<file path="src/rtl/irq_gate_pkg.sv">
package irq_gate_pkg;
   localparam int CTL_W      = 8;
   localparam int NUM_CORE   = 3;
   localparam int FLAG_LSB   = 0;
   localparam int EN_LSB     = 3;
   localparam int PGATE_BIT  = 6;
   localparam int GLOBAL_BIT = 7;

   typedef enum logic [1:0] {
      SRC_TIMER = 2'd0,
      SRC_CHG   = 2'd1,
      SRC_PIN   = 2'd2
   } core_src_e;
endpackage

</file>
<file path="src/rtl/irq_edge_sync.sv">
module irq_edge_sync #(
   parameter int STAGES = 2
) (
   input  logic clk,
   input  logic rst_n,
   input  logic async_in,
   input  logic rise_sel,
   output logic edge_hit
);
   if (STAGES < 2) begin : g_bad_stages
      $error("irq_edge_sync: STAGES must be at least 2");
   end

   logic [STAGES-1:0] chain;
   logic              prev;
   logic              synced;

   always_ff @(posedge clk or negedge rst_n) begin
      if (!rst_n) begin
         chain <= '0;
         prev  <= 1'b0;
      end else begin
         chain <= {chain[STAGES-2:0], async_in};
         prev  <= chain[STAGES-1];
      end
   end

   assign synced = chain[STAGES-1];

   always_comb begin
      if (rise_sel) edge_hit = synced & ~prev;
      else          edge_hit = ~synced & prev;
   end
endmodule

</file>
<file path="src/rtl/irq_flag_bank.sv">
module irq_flag_bank #(
   parameter int W = 4
) (
   input  logic         clk,
   input  logic         rst_n,
   input  logic         wr_en,
   input  logic [W-1:0] wdata,
   input  logic [W-1:0] hw_set,
   output logic [W-1:0] q
);
   if (W < 1) begin : g_bad_w
      $error("irq_flag_bank: W must be at least 1");
   end

   logic [W-1:0] base;

   assign base = wr_en ? wdata : q;

   always_ff @(posedge clk or negedge rst_n) begin
      if (!rst_n) q <= '0;
      else        q <= base | hw_set;
   end
endmodule

</file>
<file path="src/rtl/irq_gate_ctrl.sv">
module irq_gate_ctrl
   import irq_gate_pkg::*;
#(
   parameter int NUM_PERIPH  = 4,
   parameter int SYNC_STAGES = 2,
   parameter int ADDR_W      = 13,
   parameter int VEC_ADDR    = 4
) (
   input  logic                  clk,
   input  logic                  rst_n,
   input  logic                  pin_async,
   input  logic                  pin_rise_sel,
   input  logic                  port_chg_evt,
   input  logic                  tmr_ovf_evt,
   input  logic [NUM_PERIPH-1:0] periph_evt,
   input  logic                  ctl_wr,
   input  logic [CTL_W-1:0]      ctl_wdata,
   output logic [CTL_W-1:0]      ctl_rdata,
   input  logic                  pflag_wr,
   input  logic [NUM_PERIPH-1:0] pflag_wdata,
   output logic [NUM_PERIPH-1:0] pflag_rdata,
   input  logic                  pen_wr,
   input  logic [NUM_PERIPH-1:0] pen_wdata,
   output logic [NUM_PERIPH-1:0] pen_rdata,
   input  logic                  ret_evt,
   output logic                  irq_take,
   output logic [ADDR_W-1:0]     irq_vector
);
   localparam int VEC_LIMIT = 1 << ADDR_W;

   if (NUM_PERIPH < 1 || NUM_PERIPH > 8) begin : g_bad_np
      $error("irq_gate_ctrl: NUM_PERIPH must be 1..8");
   end
   if (ADDR_W < 4 || ADDR_W > 24) begin : g_bad_aw
      $error("irq_gate_ctrl: ADDR_W must be 4..24");
   end
   if (VEC_ADDR < 0 || VEC_ADDR >= VEC_LIMIT) begin : g_bad_vec
      $error("irq_gate_ctrl: VEC_ADDR does not fit ADDR_W");
   end

   logic                  pin_hit;
   logic [NUM_CORE-1:0]   core_set;
   logic [NUM_CORE-1:0]   core_flag;
   logic [NUM_CORE-1:0]   core_en;
   logic                  pgate;
   logic                  gie;
   logic [NUM_PERIPH-1:0] per_flag;
   logic [NUM_PERIPH-1:0] per_en;
   logic                  core_pend;
   logic                  per_pend;

   irq_edge_sync #(.STAGES(SYNC_STAGES)) u_pin_sync (
      .clk      (clk),
      .rst_n    (rst_n),
      .async_in (pin_async),
      .rise_sel (pin_rise_sel),
      .edge_hit (pin_hit)
   );

   always_comb begin
      core_set            = '0;
      core_set[SRC_TIMER] = tmr_ovf_evt;
      core_set[SRC_CHG]   = port_chg_evt;
      core_set[SRC_PIN]   = pin_hit;
   end

   irq_flag_bank #(.W(NUM_CORE)) u_core_flags (
      .clk    (clk),
      .rst_n  (rst_n),
      .wr_en  (ctl_wr),
      .wdata  (ctl_wdata[FLAG_LSB +: NUM_CORE]),
      .hw_set (core_set),
      .q      (core_flag)
   );

   irq_flag_bank #(.W(NUM_PERIPH)) u_per_flags (
      .clk    (clk),
      .rst_n  (rst_n),
      .wr_en  (pflag_wr),
      .wdata  (pflag_wdata),
      .hw_set (periph_evt),
      .q      (per_flag)
   );

   always_ff @(posedge clk or negedge rst_n) begin
      if (!rst_n) begin
         core_en <= '0;
         pgate   <= 1'b0;
         per_en  <= '0;
      end else begin
         if (ctl_wr) begin
            core_en <= ctl_wdata[EN_LSB +: NUM_CORE];
            pgate   <= ctl_wdata[PGATE_BIT];
         end
         if (pen_wr) per_en <= pen_wdata;
      end
   end

   // Priority for the global enable: vectoring, then return, then software.
   always_ff @(posedge clk or negedge rst_n) begin
      if (!rst_n)        gie <= 1'b0;
      else if (irq_take) gie <= 1'b0;
      else if (ret_evt)  gie <= 1'b1;
      else if (ctl_wr)   gie <= ctl_wdata[GLOBAL_BIT];
   end

   assign core_pend = |(core_flag & core_en);
   assign per_pend  = |(per_flag & per_en);
   assign irq_take  = gie & (core_pend | (pgate & per_pend));

   assign irq_vector  = ADDR_W'(VEC_ADDR);
   assign ctl_rdata   = {gie, pgate, core_en, core_flag};
   assign pflag_rdata = per_flag;
   assign pen_rdata   = per_en;
endmodule

</file>
<file path="config.mk">
export PLATFORM = sky130hd
export DESIGN_NAME = irq_gate_ctrl
export DESIGN_NICKNAME = d
export VERILOG_FILES = /design/src/rtl/irq_gate_pkg.sv /design/src/rtl/irq_edge_sync.sv /design/src/rtl/irq_flag_bank.sv /design/src/rtl/irq_gate_ctrl.sv
export SDC_FILE = /design/constraint.sdc
export NUM_CORES = 1
export LEC_CHECK = 0
export ABC_AREA = 1
export BUFFER_PORTS_ARGS = -buffer_cell sky130_fd_sc_hd__buf_2
export CAP_MARGIN = 20
export CORE_AREA = 2 2 51 53
export CTS_CLUSTER_SIZE = 40
export DETAILED_ROUTE_END_ITERATION = 12
export DIE_AREA = 0 0 53 55
export PLACE_DENSITY = 0.78
export SLEW_MARGIN = 15
export SYNTH_ARGS = -nofsm -noshare
export SYNTH_HDL_FRONTEND = slang
export SYNTH_SLANG_ARGS = --single-unit
</file>
<file path="constraint.sdc">
create_clock -name clk -period 1.1 [get_ports clk]
set_clock_uncertainty 0.05 [all_clocks]
set_input_delay 0.11 -clock clk [delete_from_list [all_inputs] [get_ports clk]]
set_output_delay 0.11 -clock clk [all_outputs]
set_load 0.01 [all_outputs]
</file>
==> results of run 1 <==
==> where the power goes <==
part / switching [mW] / total (mW) / internal [mW]
registers: 0.0470 / 0.806 / 0.759
clock network: 0.203 / 0.344 / 0.141
logic: 0.215 / 0.471 / 0.257
total: 0.465 / 1.62 / 1.16
==> cell families after synthesis <==
kind of cell,count (synthesis)
other cells,2
mux,4
simple gates,40
buf+inv,20
compound gates,11
flops,19
==> worst max-delay path: stages (launching register included) <==
cell	delay, ns
dfrtp_1	0.42
nand2_1	0.10
nand2_2	0.06
o21ai_2	0.15
a21oi_1	0.07
buf_2	0.14
==> sequential cells by signal, indices dropped and copies added (netlist names) <==
register	cells
pen_rdata	4
u_per_flags.q	4
core_en	3
u_core_flags.q	3
u_pin_sync.chain	2
gie	1
pgate	1
u_pin_sync.prev	1
==> area by class of cell <==
type / count / area [µm²]
Clock buffer: 4 / 26.28
Fill cell: 197 / 893.4
Inverter: 4 / 15.01
Multi-Input combinational cell: 68 / 329.1
Sequential cell: 19 / 475.5
Tap cell: 30 / 37.54
Timing Repair Buffer: 77 / 588.1
==> metrics by stage <==
stage / setup TNS, ns / hold WS (ns)
after CTS: -0.2647 / 0.006819
after detailed placement: 0 / 0.02272
after floorplan: 0 / -0.2356
after global routing: -0.5469 / 0.01534
after global placement: 0 / 0.008159
final: -0.2948 / 0.001262
==> cell usage in the layout, fill, tap and decap left out, drive strengths merged <==
cell	Yosys	routed
a211oi	1	1
a21oi	9	9
buf	16	55
clkbuf	0	4
conb	2	13
dfrtp	19	19
dlygate4sd3	0	22
inv	4	4
mux2	4	4
nand2	36	36
nand3	1	1
nand4	1	1
nor2	1	1
o21ai	1	1
or3	1	1
==> worst max-delay path by stage <==
stage,startpoint,endpoint,depth (start not counted)
2_1_floorplan,u_per_flags.q[1]$_DFF_PN0_,irq_take,4
3_3_place_gp,u_per_flags.q[0]$_DFF_PN0_,irq_take,5
3_5_place_dp,u_per_flags.q[0]$_DFF_PN0_,irq_take,5
4_1_cts,u_per_flags.q[0]$_DFF_PN0_,irq_take,5
5_1_grt,pen_rdata[2]$_DFFE_PN0P_,irq_take,5
6_report,u_per_flags.q[3]$_DFF_PN0_,irq_take,5
==> routing by layer <==
metal | wire [µm] | track usage | up-vias | part of all wire
met2 | 1304 | 0.3375 | 41 | 0.54
met3 | 197 | 0.03495 | 2 | 0.082
met1 | 889 | 0.2045 | 406 | 0.37
met4 | 11 | 0.05128 | 0 | 0.0046
met5 | 0 | 0 | - | 0
li1 | - | - | 428 | -
==> what timing repair did <==
item,CTS,global route
gates cloned,0,0
gates resized for setup,6,9
setup endpoints to repair,1,8
setup buffers,6,3
pin swaps,0,3
hold buffers,22,0
endpoints found under the hold margin,34,0
==> impl_metrics.json, run 1 <==
{
  "async_flop_share": 1.000,
  "synth-simple-area-share": 0.1774,
  "dpl_cell_area_mm2": 0.001085,
  "clock-sinks": 19,
  "synth_cell_types": 16,
  "path_class": "reg2out",
  "io_buffers": 46,
  "cts_buffers": 3,
  "initial_core_util": 0.3788,
  "root_buffer": "clkbuf_4",
  "netlist_area_um2": 895.9,
  "dp_slack_ns": 0.06228,
  "ys.flop_type": "dfrtp_1",
  "dieArea_mm2": 0.002915,
  "cts_tree": "done",
  "synth_warnings": 0,
  "ff2ff_setup_slack_ns": 0,
  "leakagePower_nw": 0.7723,
  "synthesis.instances": 96,
  "outcome": "finished with violations",
  "clk_latency_ns": 0.28,
  "wl_per_cell_um": 11.89,
  "crit_required_ns": 0.94,
  "period_share": 1.256,
  "synth_xor_area_frac": 0,
  "ant_nets": 0,
  "drcViolationCount": 0,
  "fmax_ghz": 0.7241,
  "num_rows": 18,
  "via_per_inst": 4.342,
  "dp_cells": 167,
  "synthMuxAreaShare": 0.05028,
  "drtPass1Iterations": 4,
  "total_power_mw": 1.622,
  "synth_top_area_frac": 0.5307,
  "dp_hpwl_um": 1457,
  "whs_endpoint": "u_core_flags.q[2]$_DFF_PN0_",
  "netlist.top_cell.by_area": "dfrtp_1",
  "grt_max_degree": 20,
  "antenna_found_initial": 0,
  "final_nets": 203,
  "synth_edf_count": 0,
  "setup_violations": 3,
  "grt_usage": 0.1783,
  "routed_wl_um": 2402,
  "clock_path_buffers": 2,
  "grt_pass1_vias": 909,
  "io_pins": 60,
  "cts_max_level": 1,
  "arrival_ns": 1.22,
  "final_layout_size_suffix_gt1_frac": 0.3837,
  "gp_congestion": 0.7181,
  "post-route-worst-setup-slack_ns": -0.2811,
  "min_period_ns": 1.381,
  "hold_path_depth": 3,
  "final-max-slew-violation-count": 0,
  "core_area_mm2": 0.002365,
  "rsz0062_at_grt": "true",
  "synthTopCellsByCount": "nand2_1 (35), dfrtp_1 (19), buf_4 (16), a21oi_1 (7), mux2_1 (4)",
  "timing.rr.end": "gie$_DFFE_PN0P_",
  "grt_pass1_wl_um": 3774,
  "fin_cells": 202,
  "antenna_cells": 0,
  "drv_cap": 0,
  "p_per_area_mw_per_mm2": 1102,
  "die_x_um": 53,
  "worstHoldStart": "ctl_wdata[2]",
  "die_y_um": 55,
  "ys_ff_latch": 19,
  "setup.worst_path.start_class": "flip-flop",
  "critPathMaxFanout": 2,
  "synth_area_per_cell_um2": 9.332,
  "yosysMostFrequentCell": "nand2_1",
  "clk_pin_slew_ns": 0.10,
  "vias": 877,
  "synth-compound-area-share": 0.08240,
  "vdd_drop_max_uv": 910.9,
  "grt-ovfl-total": 0,
  "yosys.area_share.adder": 0,
  "yosys-top-cells-area": "dfrtp_1 (53%), nand2_1 (15%), buf_4 (13%)",
  "cp-end-kind": "output port",
  "final_util": 0.6222,
  "worstReg2RegStart": "u_per_flags.q[3]$_DFF_PN0_",
  "violations": "negative setup slack",
  "yosysSeqAreaShare": 0.5307,
  "synth_top_family_by_area": "simple AND/OR/NAND/NOR gates",
  "r2r_cells": 6,
  "final_cell_area_mm2": 0.001471,
  "hp-class": "in2reg",
  "hold_viol_final": 0,
  "area_growth_pct": 64.25,
  "drtIter0Drc": 12
}
No activity file was read; power rests on OpenSTA's default activity.
==> inputs of run 2 (changes only) <==
--- a/config.mk
+++ b/config.mk
@@ -12,8 +12,9 @@
 export CTS_CLUSTER_SIZE = 40
 export DETAILED_ROUTE_END_ITERATION = 12
 export DIE_AREA = 0 0 53 55
-export PLACE_DENSITY = 0.78
+export PLACE_DENSITY = 0.79
 export SLEW_MARGIN = 15
 export SYNTH_ARGS = -nofsm -noshare
 export SYNTH_HDL_FRONTEND = slang
+export SYNTH_HIERARCHICAL = 1
 export SYNTH_SLANG_ARGS = --single-unit
==> constraint.sdc (replaced) <==
create_clock -name clk -period 1.1 [get_ports clk]
set_clock_uncertainty 0.05 [all_clocks]
set_input_delay 0.22 -clock clk [delete_from_list [all_inputs] [get_ports clk]]
set_output_delay 0.22 -clock clk [all_outputs]
set_load 0.01 [all_outputs]
==> impl_metrics.json, run 2 <==
{
  "outcome": "finished with violations",
  "violations": "negative setup slack",
  "period_share": 1.348,
  "grt_pass1_wl_um": 3070,
  "cts_tree": "done",
  "dp_slack_ns": -0.08449,
  "setup_violations": 17,
  "final_common_cell": "buf_2",
  "final_layout_size_suffix_gt1_frac": 0.4938,
  "cp_slowest_cell": "dfrtp_1",
  "p_per_area_mw_per_mm2": 1189,
  "clk_pin_slew_ns": 0.11,
  "io_buffers": 46,
  "multi_input_area_um2": 322.8,
  "crit_top_cell": "nand2_1",
  "yosysMostFrequentCell": "nand2_1",
  "grt_pass1_vias": 740,
  "clk_latency_ns": 0.30,
  "core_area_mm2": 0.002365,
  "synthesis.instances": 97,
  "critPathMaxFanout": 2,
  "grt-ovfl-total": 0,
  "ys.flop_type": "dfrtp_1",
  "fillerInstances": 211,
  "min_period_ns": 1.483,
  "yosysSeqAreaShare": 0.5234,
  "netlist_area_um2": 908.4,
  "antenna_cells": 0,
  "final-max-slew-violation-count": 0,
  "io_pins": 60,
  "drv_cap": 0,
  "leakagePower_nw": 0.7746,
  "arrival_ns": 1.21,
  "die_x_um": 53,
  "path_cells": "nand2_1, nand2_1, o21ai_2, a21oi_1, buf_2",
  "path_class": "reg2out",
  "final_nets": 193,
  "via_per_inst": 4.344,
  "wl_per_cell_um": 11.23,
  "clock_path_buffers": 2,
  "synth_top_area_frac": 0.5234,
  "cts_max_level": 1,
  "total_power_mw": 1.676,
  "hp-class": "in2reg",
  "synth_edf_count": 0,
  "fmax_ghz": 0.6744,
  "regArea_um2": 475.5,
  "ys_ff_latch": 19,
  "clock-sinks": 19,
  "yosys-top-cells-area": "dfrtp_1 (52%), buf_4 (12%), nand2_1 (10%)",
  "netlist.top_cell.by_area": "dfrtp_1",
  "hold_viol_final": 0,
  "vias": 834,
  "drcViolationCount": 0,
  "synth_cell_types": 12,
  "initial_core_util": 0.3841,
  "hold_path_depth": 3,
  "drtPass1Iterations": 2,
  "grt_max_degree": 20,
  "grt_usage": 0.1540,
  "ant_nets": 0,
  "routed_wl_um": 2156,
  "most-common-layout-cells": "buf_2 (34), nand2_1 (24), buf_6 (24)",
  "num_rows": 18,
  "antenna_found_initial": 0,
  "vdd_drop_max_uv": 908.2,
  "async_flop_share": 1.000,
  "area_growth_pct": 55.10,
  "critPathMaxStageDelay_ns": 0.40,
  "cp-end-kind": "output port",
  "synth_area_per_cell_um2": 9.365,
  "cts_buffers": 3,
  "drtIter0Drc": 4,
  "post-route-worst-setup-slack_ns": -0.3828,
  "dieArea_mm2": 0.002915,
  "synthTopCellsByCount": "nand2_1 (25), dfrtp_1 (19), buf_4 (15), inv_1 (11), nand3_1 (9)",
  "r2r_cells": 6,
  "crit_required_ns": 0.83,
  "gp_congestion": 0.6672,
  "rsz0062_at_grt": "true",
  "root_buffer": "clkbuf_4",
  "setup.worst_path.start_class": "flip-flop",
  "synth_warnings": 6,
  "die_y_um": 55
}
==> run 2: cell count changes after synthesis, sizes merged <==
cell   delta
nand4     -1
inv       +9
a21oi     -6
nand2    -11
nand3     +8
buf       -1
or3       -1
mux2      +4
==> run 2: area by class of cell <==
type / count / share of cell area
inverters: 13 / 0.03464
flip-flops and latches: 19 / 0.3375
clock buffers: 4 / 0.01865
repair buffers: 65 / 0.3535
multi-input cells: 61 / 0.2291
well taps: 30 / 0.02664
==> run 2: logic make-up (layout without fill, tap and decap cells) <==
logic type / count (synthesis) / in the layout / share of synthesized area
and+or+nand+nor: 35 / 35 / 0.1570
buffers and inverters: 28 / 82 / 0.1777
DFF: 19 / 19 / 0.5234
muxes: 8 / 8 / 0.09918
AOI/OAI and AO/OA: 5 / 5 / 0.03444
other: 2 / 13 / 0.008268
==> run 2: what timing repair did <==
| item | CTS | global route |
|---|---|---|
| pin swaps | 3 | 7 |
| endpoints found under the setup margin | 17 | 18 |
| buffers inserted | 12 | 11 |
| hold endpoints to repair | 20 | 0 |
| hold buffers | 2 | 0 |
| resized for setup | 20 | 10 |
==> run 2: per-stage QoR <==
| step | cell area, µm² | hold WS, ns | TNS, ns | util | instances |
|---|---|---|---|---|---|
| 2_1_floorplan | 949.7 | -0.1256 | 0 | - | 108 |
| 3_3_place_gp | 1187 | 0.1165 | -0.04910 | 0.5021 | 180 |
| 3_5_place_dp | 1187 | 0.1260 | -0.08449 | 0.5021 | 180 |
| 4_1_cts | 1406 | 0.07167 | -2.270 | 0.5947 | 195 |
| 5_1_grt | 1409 | 0.06585 | -2.812 | 0.5958 | 192 |
| 6_report | 1409 | 0.07036 | -1.975 | 0.5958 | 192 |
==> run 2: layer usage <==
layer  vias up  track usage  part of all wire
li1        403            -                 -
met1       382       0.1603              0.36
met2        45       0.2896              0.54
met3         4      0.02957             0.077
met4         0      0.08974             0.019
met5         -            0                 0
==> run 2: worst max-delay path, delay by kind of cell (launching register included) <==
family	cells	cell delay, ns
flip-flops	1	0.40
AO/OA/AOI/OAI	2	0.23
AND/OR/NAND/NOR	2	0.15
buffers and inverters	1	0.14
==> run 2: path summary, 6_finish.rpt <==
path / from / end / slack (ns)
setup / recovery: pen_rdata[1]$_DFFE_PN0P_ / irq_take / -0.38
hold / removal: periph_evt[3] / u_per_flags/q[3]$_DFF_PN0_ / 0.07
setup reg to reg: pen_rdata[1]$_DFFE_PN0P_ / gie$_DFFE_PN0P_ / 0.01
hold reg to reg: u_pin_sync/chain[0]$_DFF_PN0_ / u_pin_sync/chain[1]$_DFF_PN0_ / 0.31
max in group asynchronous: rst_n / u_core_flags/q[0]$_DFF_PN0_ / 0.39
min in group asynchronous: rst_n / pen_rdata[0]$_DFFE_PN0P_ / 0.32
==> run 2: power breakdown <==
group          leakage (nW)  internal, mW  total (mW)  switching [mW]
combinational         0.547         0.289       0.513           0.224
clock                0.0150         0.141       0.355           0.214
sequential            0.213         0.761       0.807          0.0462
